File: config.mk
export PLATFORM = sky130hd
export DESIGN_NAME = rft_sched
export DESIGN_NICKNAME = d
export VERILOG_FILES = /design/src/rtl/rft_pkg.sv /design/src/rtl/rft_cfg_regs.sv /design/src/rtl/rft_period_timer.sv /design/src/rtl/rft_seq.sv /design/src/rtl/rft_sched.sv
export SDC_FILE = /design/constraint.sdc
export NUM_CORES = 1
export LEC_CHECK = 0
export BUFFER_PORTS_ARGS = -buffer_cell sky130_fd_sc_hd__buf_2
export CORE_MARGIN = 2
export CORE_UTILIZATION = 40
export DETAILED_ROUTE_END_ITERATION = 16
export GPL_TIMING_DRIVEN = 0
export PLACE_DENSITY = 0.65
export SETUP_SLACK_MARGIN = 0.1
export SYNTH_ARGS = -nofsm -noshare
export SYNTH_HDL_FRONTEND = slang
export SYNTH_SLANG_ARGS = --single-unit
File: constraint.sdc
create_clock -name clk -period 3.1 [get_ports clk]
set_clock_uncertainty 0.2 [all_clocks]
set_input_delay 0.465 -clock clk [delete_from_list [all_inputs] [get_ports clk]]
set_output_delay 0.465 -clock clk [all_outputs]
set_load 0.01 [all_outputs]
File: src/rtl/rft_pkg.sv
package rft_pkg;
   typedef enum logic [1:0] {
      ST_IDLE = 2'd0,
      ST_RUN  = 2'd1,
      ST_WAIT = 2'd2
   } rft_state_e;

   localparam int unsigned RFT_CTL_W_DEF   = 16;
   localparam int unsigned RFT_ENA_BIT_DEF = 4;
   localparam int unsigned RFT_PER_W_DEF   = 32;
   localparam int unsigned RFT_MIN_PER_DEF = 4;
endpackage

File: src/rtl/rft_cfg_regs.sv
module rft_cfg_regs #(
   parameter int unsigned CTL_W   = 16,
   parameter int unsigned ENA_BIT = 4,
   parameter int unsigned PER_W   = 32
) (
   input  logic             clk,
   input  logic             rst_n,
   input  logic             wr_i,
   input  logic             sel_i,
   input  logic [PER_W-1:0] wdata_i,
   output logic [CTL_W-1:0] ctl_o,
   output logic             ena_q_o,
   output logic             ena_nx_o,
   output logic [PER_W-1:0] period_o
);
   localparam logic [CTL_W-1:0] ENA_MASK = CTL_W'(1) << ENA_BIT;

   logic             ctl_wr;
   logic             per_wr;
   logic [CTL_W-1:0] ctl_bits;
   logic [PER_W-1:0] period_q;

   assign ctl_wr = wr_i && !sel_i;
   assign per_wr = wr_i && sel_i;

   if (ENA_BIT >= CTL_W) begin : g_bad_ena
      $error("rft_cfg_regs: ENA_BIT outside control register");
   end
   if (PER_W < CTL_W) begin : g_bad_w
      $error("rft_cfg_regs: PER_W must cover the control width");
   end

   for (genvar i = 0; i < CTL_W; i++) begin : g_bit
      if (ENA_MASK[i]) begin : g_ena
         logic bit_q;
         always_ff @(posedge clk or negedge rst_n) begin
            if (!rst_n)      bit_q <= 1'b0;
            else if (ctl_wr) bit_q <= wdata_i[i];
         end
         assign ctl_bits[i] = bit_q;
      end else begin : g_rsv
         assign ctl_bits[i] = 1'b0;
      end
   end

   always_ff @(posedge clk or negedge rst_n) begin
      if (!rst_n)      period_q <= '0;
      else if (per_wr) period_q <= wdata_i;
   end

   assign ctl_o    = ctl_bits;
   assign ena_q_o  = ctl_bits[ENA_BIT];
   assign ena_nx_o = ctl_wr ? wdata_i[ENA_BIT] : ctl_bits[ENA_BIT];
   assign period_o = period_q;
endmodule

File: src/rtl/rft_period_timer.sv
module rft_period_timer #(
   parameter int unsigned PER_W = 32
) (
   input  logic             clk,
   input  logic             rst_n,
   input  logic             clr_i,
   input  logic             load_i,
   input  logic             run_i,
   input  logic [PER_W-1:0] period_i,
   output logic             hit_o
);
   localparam logic [PER_W-1:0] ONE = PER_W'(1);

   logic [PER_W-1:0] cnt_q;
   logic [PER_W-1:0] lim_q;

   always_ff @(posedge clk or negedge rst_n) begin
      if (!rst_n) begin
         cnt_q <= '0;
         lim_q <= '0;
      end else if (clr_i) begin
         cnt_q <= '0;
      end else if (load_i) begin
         cnt_q <= ONE;
         lim_q <= period_i;
      end else if (run_i && cnt_q != lim_q) begin
         cnt_q <= cnt_q + ONE;
      end
   end

   assign hit_o = run_i && (cnt_q == lim_q);
endmodule

File: src/rtl/rft_seq.sv
module rft_seq
   import rft_pkg::*;
#(
   parameter int unsigned PER_W      = 32,
   parameter int unsigned MIN_PERIOD = 4
) (
   input  logic             clk,
   input  logic             rst_n,
   input  logic             ena_q_i,
   input  logic             ena_nx_i,
   input  logic             start_i,
   input  logic             done_i,
   input  logic             hit_i,
   input  logic [PER_W-1:0] period_i,
   output logic             fire_o,
   output logic             tmr_clr_o,
   output logic             tmr_run_o,
   output logic             tx_go_o,
   output logic             active_o,
   output logic             err_o,
   output logic             ovr_o
);
   localparam logic [PER_W-1:0] MIN_P = PER_W'(MIN_PERIOD);

   rft_state_e state_q, state_nx;
   logic       inflight_q, go_q, err_q, ovr_q;
   logic       per_ok, fire, err_set, ovr_set;

   assign per_ok = (period_i >= MIN_P);

   always_comb begin
      state_nx = state_q;
      fire     = 1'b0;
      err_set  = 1'b0;
      ovr_set  = 1'b0;
      unique case (state_q)
         ST_IDLE: begin
            if (start_i) begin
               if (ena_q_i && ena_nx_i) begin
                  if (per_ok) begin
                     fire     = 1'b1;
                     state_nx = ST_RUN;
                  end else begin
                     err_set = 1'b1;
                  end
               end else begin
                  fire = 1'b1;
               end
            end
         end
         ST_RUN: begin
            if (!ena_nx_i) begin
               state_nx = ST_IDLE;
            end else if (hit_i) begin
               if (inflight_q && !done_i) begin
                  ovr_set  = 1'b1;
                  state_nx = ST_WAIT;
               end else if (per_ok) begin
                  fire = 1'b1;
               end else begin
                  err_set  = 1'b1;
                  state_nx = ST_IDLE;
               end
            end
         end
         ST_WAIT: begin
            if (!ena_nx_i) begin
               state_nx = ST_IDLE;
            end else if (done_i) begin
               if (per_ok) begin
                  fire     = 1'b1;
                  state_nx = ST_RUN;
               end else begin
                  err_set  = 1'b1;
                  state_nx = ST_IDLE;
               end
            end
         end
         default: state_nx = ST_IDLE;
      endcase
   end

   always_ff @(posedge clk or negedge rst_n) begin
      if (!rst_n) begin
         state_q    <= ST_IDLE;
         inflight_q <= 1'b0;
         go_q       <= 1'b0;
         err_q      <= 1'b0;
         ovr_q      <= 1'b0;
      end else begin
         state_q <= state_nx;
         go_q    <= fire;
         if (fire)        inflight_q <= 1'b1;
         else if (done_i) inflight_q <= 1'b0;
         if (err_set) err_q <= 1'b1;
         if (ovr_set) ovr_q <= 1'b1;
      end
   end

   assign fire_o    = fire;
   assign tmr_clr_o = (state_nx == ST_IDLE);
   assign tmr_run_o = (state_q == ST_RUN);
   assign tx_go_o   = go_q;
   assign active_o  = (state_q != ST_IDLE);
   assign err_o     = err_q;
   assign ovr_o     = ovr_q;
endmodule

File: src/rtl/rft_sched.sv
module rft_sched #(
   parameter int unsigned CTL_W      = 16,
   parameter int unsigned ENA_BIT    = 4,
   parameter int unsigned PER_W      = 32,
   parameter int unsigned MIN_PERIOD = 4
) (
   input  logic             clk,
   input  logic             rst_n,
   input  logic             cfg_wr_i,
   input  logic             cfg_sel_i,
   input  logic [PER_W-1:0] cfg_wdata_i,
   input  logic             start_i,
   input  logic             frame_done_i,
   output logic [CTL_W-1:0] ctl_rdata_o,
   output logic             tx_go_o,
   output logic             active_o,
   output logic             per_err_o,
   output logic             overrun_o
);
   if (MIN_PERIOD < 2) begin : g_bad_min
      $error("rft_sched: MIN_PERIOD must be at least 2");
   end

   logic             ena_q, ena_nx;
   logic [PER_W-1:0] period;
   logic             fire, tmr_clr, tmr_run, hit;

   rft_cfg_regs #(.CTL_W(CTL_W), .ENA_BIT(ENA_BIT), .PER_W(PER_W)) u_regs (
      .clk      (clk),
      .rst_n    (rst_n),
      .wr_i     (cfg_wr_i),
      .sel_i    (cfg_sel_i),
      .wdata_i  (cfg_wdata_i),
      .ctl_o    (ctl_rdata_o),
      .ena_q_o  (ena_q),
      .ena_nx_o (ena_nx),
      .period_o (period)
   );

   rft_period_timer #(.PER_W(PER_W)) u_timer (
      .clk      (clk),
      .rst_n    (rst_n),
      .clr_i    (tmr_clr),
      .load_i   (fire),
      .run_i    (tmr_run),
      .period_i (period),
      .hit_o    (hit)
   );

   rft_seq #(.PER_W(PER_W), .MIN_PERIOD(MIN_PERIOD)) u_seq (
      .clk       (clk),
      .rst_n     (rst_n),
      .ena_q_i   (ena_q),
      .ena_nx_i  (ena_nx),
      .start_i   (start_i),
      .done_i    (frame_done_i),
      .hit_i     (hit),
      .period_i  (period),
      .fire_o    (fire),
      .tmr_clr_o (tmr_clr),
      .tmr_run_o (tmr_run),
      .tx_go_o   (tx_go_o),
      .active_o  (active_o),
      .err_o     (per_err_o),
      .ovr_o     (overrun_o)
   );
endmodule

==> reports/results.txt <==
Maxcap violations -> 0
Required time at the endpoint of the critical path -> 3.14 ns
Endpoints failing setup -> 0
Number of buffers created by CTS -> 9
CTS Root Buffer Type -> sky130_fd_sc_hd__clkbuf_16
NetSw -> 1.43 mW
Drt wl/cell -> 15.8 µm
Antenna violation net count after detailed routing -> 0
Maximum number of pins on one net before global-route repair -> 76
VDD IR-drop max -> 0.350 mV
Number of ports placed on the die boundary -> 58
Largest driver fanout on the critical path -> 6
Finished Cell Area -> 6300 µm²
Placed Instances -> 665
Cell area reported after detailed placement -> 5670 µm²
First-pass GRT wire length -> 17800 µm
Vias in the first global route -> 3510
List of cells traversed by the critical path -> buf_6, xor2_2, nor4_2, nand4_1, buf_6, or3_4, a311oi_4, a21oi_4, clkbuf_16, mux2_4
Type of the worst setup path -> reg2reg
Standard cell with the maximum stage delay on the critical path -> sky130_fd_sc_hd__dfrtp_1
RD Place Congestion -> 0.875
Power share of the sequential group -> 0.434
Vias per cell -> 4.94
Critical path startpoint -> u_timer.cnt_q[15]
Gate count of the mapped netlist -> 436
Depth of the CTS H-tree -> 3
Number of distinct library cells after synthesis -> 45
Avg Synthesized Cell Area -> 11.8 µm²
Worst rel slew slack -> 0.566
Top FF cell, synth -> sky130_fd_sc_hd__dfrtp_1
HPWL reported at the end of detailed placement -> 8050 µm
Class of the worst hold path -> in2reg
Total global routing track utilization -> 0.162
Residual DRC -> 0
Least-Margin Pin Slew -> 0.651 ns
Critical path endpoint -> u_timer.lim_q[24]
TritonCTS Sinks -> 103
Sum of buffers and inverters on the critical path -> 3
Ys Warns -> 0
Initial standard-cell utilization of the core -> 0.409
Category of cells accounting for the largest share of critical-path delay -> simple AND/OR/NAND/NOR gates
Port-buffer cells -> 42
Critical Path Sink Type -> register
Slack of the worst reg-to-reg path -> 0.05 ns
Worst Setup Start Kind -> register
P_leak -> 2.80 nW
Post-detailed-routing wire length -> 11100 µm
Clock edge transition at the registers on the reported setup and hold paths -> 0.07 ns
Antenna violations before repair -> 0
Portion of total power attributed to combinational logic -> 0.325
Internal -> 3.05 mW
Count of flip-flops with a built-in enable after synthesis -> 0
Number of register bits inferred by synthesis -> 103
Critical path depth -> 10
Register area share after synthesis -> 0.500
Max-slew violation count -> 0
Share of total power in the clock network -> 0.241
Max clock buf depth -> 2
Length of the first detailed-routing pass in iterations -> 4
Part of the cycle the worst path needs -> 0.984
PD cells -> 710 nW/µm²
Placeable Area -> 12600 µm²
Fraction of power spent switching nets -> 0.319
Crit Reg-Reg Endpoint -> u_timer.lim_q[24]
Most frequent cell on the critical path -> sky130_fd_sc_hd__buf_6
Status -> finished clean
Min Hold Slack -> 0.141 ns
Number of nets in the final layout -> 567
Remaining global-route overflow -> 0
Final hold violations -> 0
Full die area -> 13800 µm²
Clock insertion delay at the later pin of the skew report -> 0.35 ns
Clock tree from TritonCTS -> done
Worst-case reg-to-reg path depth -> 10
Shortest clock period the worst path allows after layout -> 3.05 ns
Slowest Stage Delay on Critical Path -> 0.38 ns
Fmax -> 0.328 GHz
Startpoint of the lowest-slack register-to-register path -> u_timer.cnt_q[15]
Layout Area Growth over Synthesis -> 22.2%
Std-Cell Rows -> 41
Die extent in x -> 118 µm
Drt first-iter violations -> 289
Crit path DAT -> 3.09 ns
# diodes -> 0
Post-synth ARST share -> 1.00
Die boundary height -> 118 µm
Unrepaired setup endpoints after global routing -> yes
Share of cells above drive strength 1 -> 0.361
Non-Filler Instances -> 701
Vias -> 3461
Post-synthesis instance area -> 5160 µm²
-- worst register-to-register path: cells and delay by family (launching register included) --
family,cells,cell delay [ns]
and+or+nand+nor,3,0.85
AOI/OAI and AO/OA,2,0.55
buffers and inverters,3,0.51
DFF,1,0.38
muxes,1,0.29
xor gates and xnor gates,1,0.15
-- layer usage --
layer,up-vias,share of wire,GRT usage
li1,1665,-,-
met2,87,0.48,0.276
met3,15,0.034,0.0223
met5,-,0,0
met4,0,0.024,0.0700
met1,1694,0.46,0.205
-- synth_stat cells, types with 3 or more instances --
library cell,n,area (µm²)
sky130_fd_sc_hd__nand3_1,10,50.1
sky130_fd_sc_hd__buf_6,3,33.8
sky130_fd_sc_hd__o2111ai_1,5,43.8
sky130_fd_sc_hd__inv_1,15,56.3
sky130_fd_sc_hd__nand2b_1,4,25.0
sky130_fd_sc_hd__nor4_1,19,119
sky130_fd_sc_hd__nor2_1,46,173
sky130_fd_sc_hd__and4_1,6,52.6
sky130_fd_sc_hd__buf_2,4,20.0
sky130_fd_sc_hd__buf_1,3,11.3
sky130_fd_sc_hd__ha_1,5,62.6
sky130_fd_sc_hd__or3_1,5,31.3
sky130_fd_sc_hd__dfrtp_1,103,2580
sky130_fd_sc_hd__clkbuf_1,3,11.3
sky130_fd_sc_hd__nor3_1,6,30.0
sky130_fd_sc_hd__nand2_1,14,52.6
sky130_fd_sc_hd__buf_4,16,120
sky130_fd_sc_hd__mux2_2,32,360
sky130_fd_sc_hd__mux2_4,30,450
sky130_fd_sc_hd__and3_1,3,18.8
sky130_fd_sc_hd__nand4_1,12,75.1
sky130_fd_sc_hd__xor2_1,48,420
sky130_fd_sc_hd__xnor2_1,15,131
sky130_fd_sc_hd__and2_1,3,18.8
-- layout make-up --
type	count	area (µm²)
Buffer	29	233
Clock buffer	10	239
Clock inverter	6	43.8
Fill cell	1103	6320
Inverter	15	56.3
Multi-Input combinational cell	303	2520
Sequential cell	103	2580
Tap cell	172	215
Timing Repair Buffer	63	414
-- sequential cells by signal, summed over array words and instances (netlist names) --
signal / cells
u_timer.cnt_q: 32
u_seq.err_o: 1
u_seq.tx_go_o: 1
u_regs.ena_q_o: 1
u_timer.lim_q: 32
u_seq.ovr_o: 1
u_seq.inflight_q: 1
u_seq.state_q: 2
u_regs.period_o: 32
-- power groups by stage --
stage,combinational (mW),clock (mW),sequential [mW]
after floorplan,1.02,0,1.85
after global placement,1.23,0,1.95
after detailed placement,1.27,0,1.96
after CTS,1.34,1.09,1.94
after global routing,1.56,1.15,1.97
final,1.45,1.08,1.94
-- how the worst min path moves through the flow --
stage	slack, ns	cells after the start	start	to
floorplan	-0.03	0	rst_n	u_regs.ena_q_o
global placement	0.25	1	u_seq.ovr_o	u_seq.ovr_o
detailed placement	0.22	1	rst_n	u_regs.period_o[14]
CTS	0.14	2	cfg_wdata_i[18]	u_regs.period_o[18]
global route	0.15	2	cfg_wdata_i[5]	u_regs.period_o[5]
finish	0.14	2	cfg_wdata_i[18]	u_regs.period_o[18]
-- logic make-up after synthesis --
| family | Yosys count | synth area share |
|---|---|---|
| xor gates and xnor gates | 63 | 0.107 |
| adders and majority gates | 5 | 0.0121 |
| other | 1 | 0.000727 |
| DFF | 103 | 0.500 |
| buffers and inverters | 44 | 0.0490 |
| and+or+nand+nor | 131 | 0.130 |
| muxes | 66 | 0.165 |
| AOI/OAI and AO/OA | 23 | 0.0361 |
-- stage by stage --
stage                     TNS (ns)  power [mW]   util  worst slack [ns]
final                            0        4.47  0.499            0.0507
after global routing             0        4.69  0.499           0.00381
after CTS                        0        4.37  0.486             0.102
after detailed placement    -12.90        3.23  0.449            -0.280
after global placement      -11.21        3.18  0.447            -0.252
after floorplan                  0        2.87      -             0.269
-- what timing repair did --
item                       in CTS  in global routing
hold endpoints to repair       28                  0
resized for setup              19                 21
cloned                          0                  1
setup endpoints to repair      63                 62
pin swaps                       7                  2
buffers inserted                9                  9
hold buffers                    1                  0
-- cells in the final DEF, fill, tap and decap left out, drive strengths merged, types with 6 or more instances in the layout --
master,Yosys,layout
clkbuf,3,15
mux2,64,64
xnor2,15,15
dfrtp,103,103
nor2,46,46
nor3,6,6
conb,1,15
and4,6,6
inv,15,16
buf,26,86
nand3,10,10
nand4,13,13
nand2,14,14
nor4,19,19
xor2,48,48
Power figures use the tool's default switching activity.
